==> src/rtl/osc_regs_pkg.sv <==
package osc_regs_pkg;
  localparam int DW    = 8;
  localparam int AW    = 8;
  localparam int DAC_W = 10;
  localparam int OFS_W = 5;
  localparam int PRE_W = 4;
  localparam int JS_W  = 5;
  localparam int DEV_W = 3;
  localparam int DAC_LO = DAC_W - DW;   // bits carried in the low byte

  localparam logic [AW-1:0] A_CTRL = 8'h02;
  localparam logic [AW-1:0] A_DAC  = 8'h08;
  localparam logic [AW-1:0] A_DEV  = 8'h0D;
  localparam logic [AW-1:0] A_OFS  = 8'h0E;
  localparam logic [AW-1:0] A_RNG  = 8'h37;
  localparam logic [AW-1:0] A_CMT  = 8'h3F;

  typedef struct packed {
    logic [JS_W-1:0]  js;
    logic             out_en;
    logic [PRE_W-1:0] presc;
    logic [DAC_W-1:0] dac;
    logic             ofs_set;
    logic [OFS_W-1:0] ofs;
    logic             wc;
    logic [DEV_W-1:0] dev;
  } regs_t;

  localparam regs_t REGS_RST = '{js: 5'b01100, out_en: 1'b0, presc: '0,
                                 dac: 10'd500, ofs_set: 1'b0, ofs: '0,
                                 wc: 1'b0, dev: '0};

  function automatic logic is_word(input logic [AW-1:0] a);
    return (a == A_CTRL) || (a == A_DAC);
  endfunction
endpackage

==> src/rtl/osc_ptr.sv <==
module osc_ptr
  import osc_regs_pkg::*;
(
  input  logic          clk_i,
  input  logic          rst_ni,
  input  logic          load_i,
  input  logic [AW-1:0] addr_i,
  input  logic          acc_i,
  output logic [AW-1:0] ptr_o,
  output logic          phase_o
);
  always_ff @(posedge clk_i or negedge rst_ni) begin
    if (!rst_ni) begin
      ptr_o   <= '0;
      phase_o <= 1'b0;
    end else if (load_i) begin
      ptr_o   <= addr_i;
      phase_o <= 1'b0;
    end else if (acc_i && is_word(ptr_o)) begin
      phase_o <= ~phase_o;
    end
  end
endmodule

==> src/rtl/osc_regfile.sv <==
module osc_regfile
  import osc_regs_pkg::*;
(
  input  logic             clk_i,
  input  logic             rst_ni,
  input  logic             wr_en_i,
  input  logic [AW-1:0]    ptr_i,
  input  logic             phase_i,
  input  logic [DW-1:0]    wdata_i,
  input  logic [OFS_W-1:0] range_i,
  output regs_t            regs_o,
  output logic [OFS_W-1:0] ofs_eff_o,
  output logic             commit_o
);
  regs_t r_q;

  always_ff @(posedge clk_i or negedge rst_ni) begin
    if (!rst_ni) begin
      r_q      <= REGS_RST;
      commit_o <= 1'b0;
    end else begin
      commit_o <= wr_en_i && (ptr_i == A_CMT);
      if (wr_en_i) begin
        unique case (ptr_i)
          A_CTRL: begin
            if (!phase_i) {r_q.js, r_q.out_en, r_q.presc[PRE_W-1:2]} <= wdata_i;
            else          r_q.presc[1:0] <= wdata_i[DW-1 -: 2];
          end
          A_DAC: begin
            if (!phase_i) r_q.dac[DAC_W-1 -: DW] <= wdata_i;
            else          r_q.dac[DAC_LO-1:0]    <= wdata_i[DW-1 -: DAC_LO];
          end
          A_OFS: begin
            r_q.ofs     <= wdata_i[OFS_W-1:0];
            r_q.ofs_set <= 1'b1;
          end
          A_DEV:   {r_q.wc, r_q.dev} <= wdata_i[DEV_W:0];
          default: ;
        endcase
      end
    end
  end

  assign regs_o    = r_q;
  assign ofs_eff_o = r_q.ofs_set ? r_q.ofs : range_i;
endmodule

==> src/rtl/osc_rd_mux.sv <==
module osc_rd_mux
  import osc_regs_pkg::*;
(
  input  logic [AW-1:0]    ptr_i,
  input  logic             phase_i,
  input  regs_t            regs_i,
  input  logic [OFS_W-1:0] ofs_eff_i,
  input  logic [OFS_W-1:0] range_i,
  output logic [DW-1:0]    rdata_o
);
  always_comb begin
    rdata_o = '0;
    unique case (ptr_i)
      A_CTRL: rdata_o = phase_i ? {regs_i.presc[1:0], 6'b0}
                                : {regs_i.js, regs_i.out_en, regs_i.presc[PRE_W-1:2]};
      A_DAC:  rdata_o = phase_i ? {regs_i.dac[DAC_LO-1:0], {(DW-DAC_LO){1'b0}}}
                                : regs_i.dac[DAC_W-1 -: DW];
      A_OFS:  rdata_o = {{(DW-OFS_W){1'b1}}, ofs_eff_i};
      A_DEV:  rdata_o = {{(DW-DEV_W-1){1'b1}}, regs_i.wc, regs_i.dev};
      A_RNG:  rdata_o = {{(DW-OFS_W){1'b0}}, range_i};
      default: rdata_o = '0;
    endcase
  end
endmodule

==> src/rtl/osc_ctrl_regs.sv <==
module osc_ctrl_regs
  import osc_regs_pkg::*;
(
  input  logic             clk_i,
  input  logic             rst_ni,
  input  logic             ptr_load_i,
  input  logic [AW-1:0]    addr_i,
  input  logic             rd_i,
  input  logic             wr_i,
  input  logic [DW-1:0]    wdata_i,
  output logic [DW-1:0]    rdata_o,
  input  logic [OFS_W-1:0] range_i,
  output logic [1:0]       jit_rate_o,
  output logic [2:0]       jit_pct_o,
  output logic             out_en_o,
  output logic [PRE_W-1:0] presc_o,
  output logic [DAC_W-1:0] dac_o,
  output logic [OFS_W-1:0] offset_o,
  output logic             wc_o,
  output logic [DEV_W-1:0] dev_addr_o,
  output logic             commit_o
);
  logic [AW-1:0]    ptr_q;
  logic             phase_q;
  regs_t            regs;
  logic [OFS_W-1:0] ofs_eff;
  logic             wr_en;

  assign wr_en = wr_i && !ptr_load_i;

  osc_ptr u_ptr (
    .clk_i   (clk_i),
    .rst_ni  (rst_ni),
    .load_i  (ptr_load_i),
    .addr_i  (addr_i),
    .acc_i   (rd_i || wr_i),
    .ptr_o   (ptr_q),
    .phase_o (phase_q)
  );

  osc_regfile u_regs (
    .clk_i     (clk_i),
    .rst_ni    (rst_ni),
    .wr_en_i   (wr_en),
    .ptr_i     (ptr_q),
    .phase_i   (phase_q),
    .wdata_i   (wdata_i),
    .range_i   (range_i),
    .regs_o    (regs),
    .ofs_eff_o (ofs_eff),
    .commit_o  (commit_o)
  );

  osc_rd_mux u_rd (
    .ptr_i     (ptr_q),
    .phase_i   (phase_q),
    .regs_i    (regs),
    .ofs_eff_i (ofs_eff),
    .range_i   (range_i),
    .rdata_o   (rdata_o)
  );

  assign jit_rate_o = regs.js[JS_W-1 -: 2];
  assign jit_pct_o  = regs.js[2:0];
  assign out_en_o   = regs.out_en;
  assign presc_o    = regs.presc;
  assign dac_o      = regs.dac;
  assign offset_o   = ofs_eff;
  assign wc_o       = regs.wc;
  assign dev_addr_o = regs.dev;
endmodule

==> config.mk <==
export PLATFORM = sky130hd
export DESIGN_NAME = osc_ctrl_regs
export DESIGN_NICKNAME = d
export VERILOG_FILES = /design/src/rtl/osc_regs_pkg.sv /design/src/rtl/osc_ptr.sv /design/src/rtl/osc_regfile.sv /design/src/rtl/osc_rd_mux.sv /design/src/rtl/osc_ctrl_regs.sv
export SDC_FILE = /design/constraint.sdc
export NUM_CORES = 1
export LEC_CHECK = 0
export BUFFER_PORTS_ARGS = -buffer_cell sky130_fd_sc_hd__buf_4
export CAP_MARGIN = 15
export CORE_ASPECT_RATIO = 1.1
export CORE_MARGIN = 2
export CORE_UTILIZATION = 46
export DETAILED_ROUTE_END_ITERATION = 12
export PLACE_DENSITY_LB_ADDON = 0.12
export SLEW_MARGIN = 20
export SYNTH_ARGS = -nofsm -noshare
export SYNTH_HDL_FRONTEND = slang
export SYNTH_SLANG_ARGS = --single-unit
export TNS_END_PERCENT = 1
==> constraint.sdc <==
create_clock -name clk_i -period 2 [get_ports clk_i]
set_clock_uncertainty 0.1 [all_clocks]
set_input_delay 0.3 -clock clk_i [delete_from_list [all_inputs] [get_ports clk_i]]
set_output_delay 0.3 -clock clk_i [all_outputs]
set_load 0.05 [all_outputs]
==> impl.org <==
** Drt
- Dividing the detail-routed wire length by the instance count gives roughly 17 um.
- The first detailed-routing pass ran for 4 iterations.
- After detailed routing, the number of remaining DRC violations is 0.
- For this block, the via count after detailed routing is about 1600.
- For this block, the routed nets add up to slightly above 5 mm of wire.
- Using the TritonRoute via totals, the vias-per-cell ratio works out to about 5.3.
- Number of nets with antenna violations after detailed routing :: 0
- The detailed router finished its first iteration with 57 violations.

** Floorplan
- Initial core utilization :: a little under half
- Area enclosed by the die boundary :: around 5300 um^2
- # rows :: 26
- The die is between 60 and 70 um wide.
- Die Ht :: 75.9 um
- Area of the core :: roughly 4600 um^2
- For this design the top-level I/O count stands at between 60 and 70.

** Power and ir drop
- Combinational cells account for about a quarter of the total power.
- Of the total power, registers draw between 40% and 50%.
- Portion of total power attributed to the clock network :: around 28%
- Of the total power, the share spent switching nets is between 20 and 30%.
- Power after layout :: between 0.0015 and 0.002 W
- PD cells :: 643 nW/um^2
- Across the VDD grid, the largest voltage drop is between 0.4 and 0.5 mV.
- The internal portion of the total power is about 0.0013 W.
- For this design the total switching power over the nets is between 0.0005 and 0.0006 W.
- P_leak :: 1.36 nW

** Place
- Count of placed standard cells including taps :: 288
- After detailed placement, the total cell area comes to roughly 2700 um^2.
- Buffers placed on the I/O ports in this run total 63.
- After legalization and detailed placement, the total HPWL measured 3.98 mm.
- Routability cong. :: 0.852

** Logic synthesis
- Synthesized netlist net count :: 201
- Of the synthesized area, sequential elements account for between 40% and 50%.
- Combined area of all synthesized cells :: roughly 2200 um^2
- The most used flip-flop cell after synthesis is dfrtp_1.
- The synthesized netlist contains 36 unique library cells.
- After synthesis, the largest area contributor takes up ~37% of total cell area.
- Count of flip-flops with a built-in enable after synthesis :: 0
- During synthesis, Yosys emitted a total of 0 warnings.
- In this run the mean area of a mapped cell was around 12 um^2.
- Counting flops and latches in the post-synthesis netlist gives 40.
- Yosys attributes the largest share of cell area to dfrtp_1 (37%), mux2_2 (20%), dfstp_2 (9.7%), buf_4 (7.6%), mux2_1 (2.6%).
- Counting every instance in the synthesized netlist gives 175.
- Async SR Flop Fraction :: 100%
- The biggest area contributor in the post-synthesis netlist is dfrtp_1.

** Worst setup path
- On the critical path, the stage with the largest delay is an instance of or4_4.
- Data arrival time of the critical path :: 2100 ps
- Cell breakdown of the critical path :: or4_4 > nor4b_4 > o21bai_1 > a211o_1 > buf_6
- Origin of the critical flop-to-flop path :: u_ptr.ptr_o[4]$_DFFE_PN0P_
- R2R cell count :: 4
- The worst setup path is of the reg2out kind.
- CP bufs+invs :: 1
- Critical path capture point type :: output port
- Along the worst path, the maximum fanout reaches 5.
- In this design, the stage delay of the slowest critical-path cell is roughly 590 ps.
- The worst setup path is launched from a flip-flop.
- Setup slack on the worst reg-to-reg path comes out at -170 ps.
- Data on the critical path is required at its endpoint by 1600 ps.
- The cell family contributing the most delay on the critical path is simple AND/OR/NAND/NOR gates.
- In this run the critical register-to-register path is captured at u_regs.regs_o[1]$_DFFE_PN0P_.

** CTS
- Inserted Clock Buffers :: 5
- The clock passes through at most 2 buffers.
- Post-CTS repair timing setup buffer count :: 0
- Buffer type at the clock tree root :: clkbuf_8
- After clock tree synthesis, the clock-pin slew on the worst setup and hold paths is around 80 ps.
- Worst-Skew Late Latency :: 280 ps
- Counting every sink on the clock net gives 40.
- The H-tree generated during clock tree synthesis spans 2 levels.
- Clock tree from TritonCTS :: yes

** Cells and area
- Commonest non-fill, non-tap cells in the layout :: buf_4 (79), mux2_2 (38), dfrtp_1 (31)
- Antenna fix cells :: 0
- The count of cells in the finished layout, fillers not included, comes to slightly below 300.
- Most frequent standard cell in the layout excluding fill and tap cells :: buf_4
- Fillcell total :: between 300 and 400
- Layout net count :: 266
- Final std cell area, no fill :: about 2900 um^2
- Compared with the post-synthesis result, the final layout area differs by 32.0%.
- The post-route netlist has between 60% and 70% of its cells at a drive strength greater than 1.

** STA
- Post-route fraction of the period consumed by the critical path :: 125%
- Max frequency :: between 400 and 500 MHz
- Setup slack after layout :: -500 ps
- Tightest slew margin relative to the limit :: 66.8%
- Setup violations remaining at the end of the flow were counted as 28.
- Final max-slew violation count :: 0
- Slew at the pin closest to its max-slew limit :: between 400 and 500 ps
- Setup total negative slack on the finished layout was measured at -5460 ps.
- Clock period minus final worst setup slack :: between 2000 and 2500 ps
- Setup repair after global routing could not meet its margin everywhere.
- Hold Violations, Final :: 0

** Outcome
- The flow ran to the end, but the final reports show violations.
- The final reports fail on setup timing.

** Hold path
- For hold timing, the worst endpoint is u_regs.regs_o[16]$_DFFE_PN1P_.
- The worst hold path passes through 2 cells.
- The worst hold path begins at wdata_i[4].
- The worst hold path belongs to the class in2reg.

** Global routing
- The number of antenna violations at the first check in global routing came to 0.
- Total grt overflow :: 0
- All-Layer GR Usage :: around a fifth
- Wire length of the first global-routing pass :: around 8.5 mm
- Maximum number of pins on one net before global-route repair :: between 40 and 50
- Via count of the first global-routing pass :: 1712

** Run
- Max-cap violations in this run came to 0.
[synthesized netlist by cell type, drive strengths merged (2+ instances only)]
master	instances
and3	2
nor4	2
clkbuf	6
buf	24
dfstp	8
nor2b	3
dfrtp	32
nand3b	2
o21ai	5
nor3b	2
mux2i	3
mux2	43
nand3	6
a22oi	6
nand2	5
nand4	3
nor2	4
or2	2
a221o	4
[worst max path at each step]
stage	start	end	depth (start not counted)
after floorplan	u_ptr.ptr_o[4]$_DFFE_PN0P_	rdata_o[6]	4
after global placement	u_ptr.ptr_o[4]$_DFFE_PN0P_	rdata_o[4]	5
after detailed placement	u_ptr.ptr_o[4]$_DFFE_PN0P_	rdata_o[4]	5
after CTS	u_ptr.ptr_o[4]$_DFFE_PN0P_	rdata_o[4]	5
after global routing	u_ptr.ptr_o[4]$_DFFE_PN0P_	rdata_o[4]	5
final	u_ptr.ptr_o[4]$_DFFE_PN0P_	rdata_o[4]	5
[through the flow]
step	utilization (%)	hold WS, ps	worst slack, ps
after floorplan	-	-95.6	-490
after global placement	59.2	193	-213
after detailed placement	59.2	203	-244
after CTS	62.1	142	-531
after global routing	62.3	143	-635
final	62.3	146	-500
[logic make-up (layout without fill, tap and decap cells)]
family	Yosys count	in the layout	share of synthesized area, %
xor+xnor	2	2	0.809
flops	40	40	46.7
buf+inv	30	96	9.13
mux	46	46	23.8
simple gates	37	37	12.5
compound gates	20	20	7.11
[layout make-up]
| type | count | area (um^2) | area share, % |
|---|---|---|---|
| Sequential cell | 40 | 1010 | 35.4 |
| Multi-Input combinational cell | 105 | 992 | 34.7 |
| Timing Repair Buffer | 88 | 702 | 24.6 |
| Clock buffer | 7 | 76.3 | 2.67 |
| Tap cell | 56 | 70.1 | 2.45 |
| Clock inverter | 1 | 5.00 | 0.175 |
[state kept, by name (all words and copies together), names as in the netlist]
signal / flops
u_ptr.phase_o: 1
u_ptr.ptr_o: 8
u_regs.commit_o: 1
u_regs.regs_o: 30
[per-layer routing]
metal | wire (um) | track usage (%)
met5 | 0 | 0
met4 | 64 | 6.08
met3 | 210 | 4.26
met2 | 2750 | 36.9
met1 | 2110 | 24.3
[power groups by stage]
stage          Combinational [W]  Clock [W]  Sequential [W]
3_5_place_dp            0.000421          0        0.000915
6_report                0.000428   0.000509        0.000901
5_1_grt                 0.000452   0.000566        0.000907
3_3_place_gp            0.000412          0        0.000912
2_1_floorplan           0.000260          0        0.000911
4_1_cts                 0.000431   0.000524        0.000900
[worst register-to-register path: cells and delay by family (launching register included)]
family	cells	cell delay, ps
multiplexers	1	330
AND/OR/NAND/NOR	3	1260
flip-flops	1	380
[timing repair]
item	4_1_cts	5_1_grt
endpoints found under the hold margin	32	0
resized for setup	10	4
hold buffers	1	0
pin swaps	4	1
setup endpoints to repair	33	33
Power figures use the tool's default switching activity.
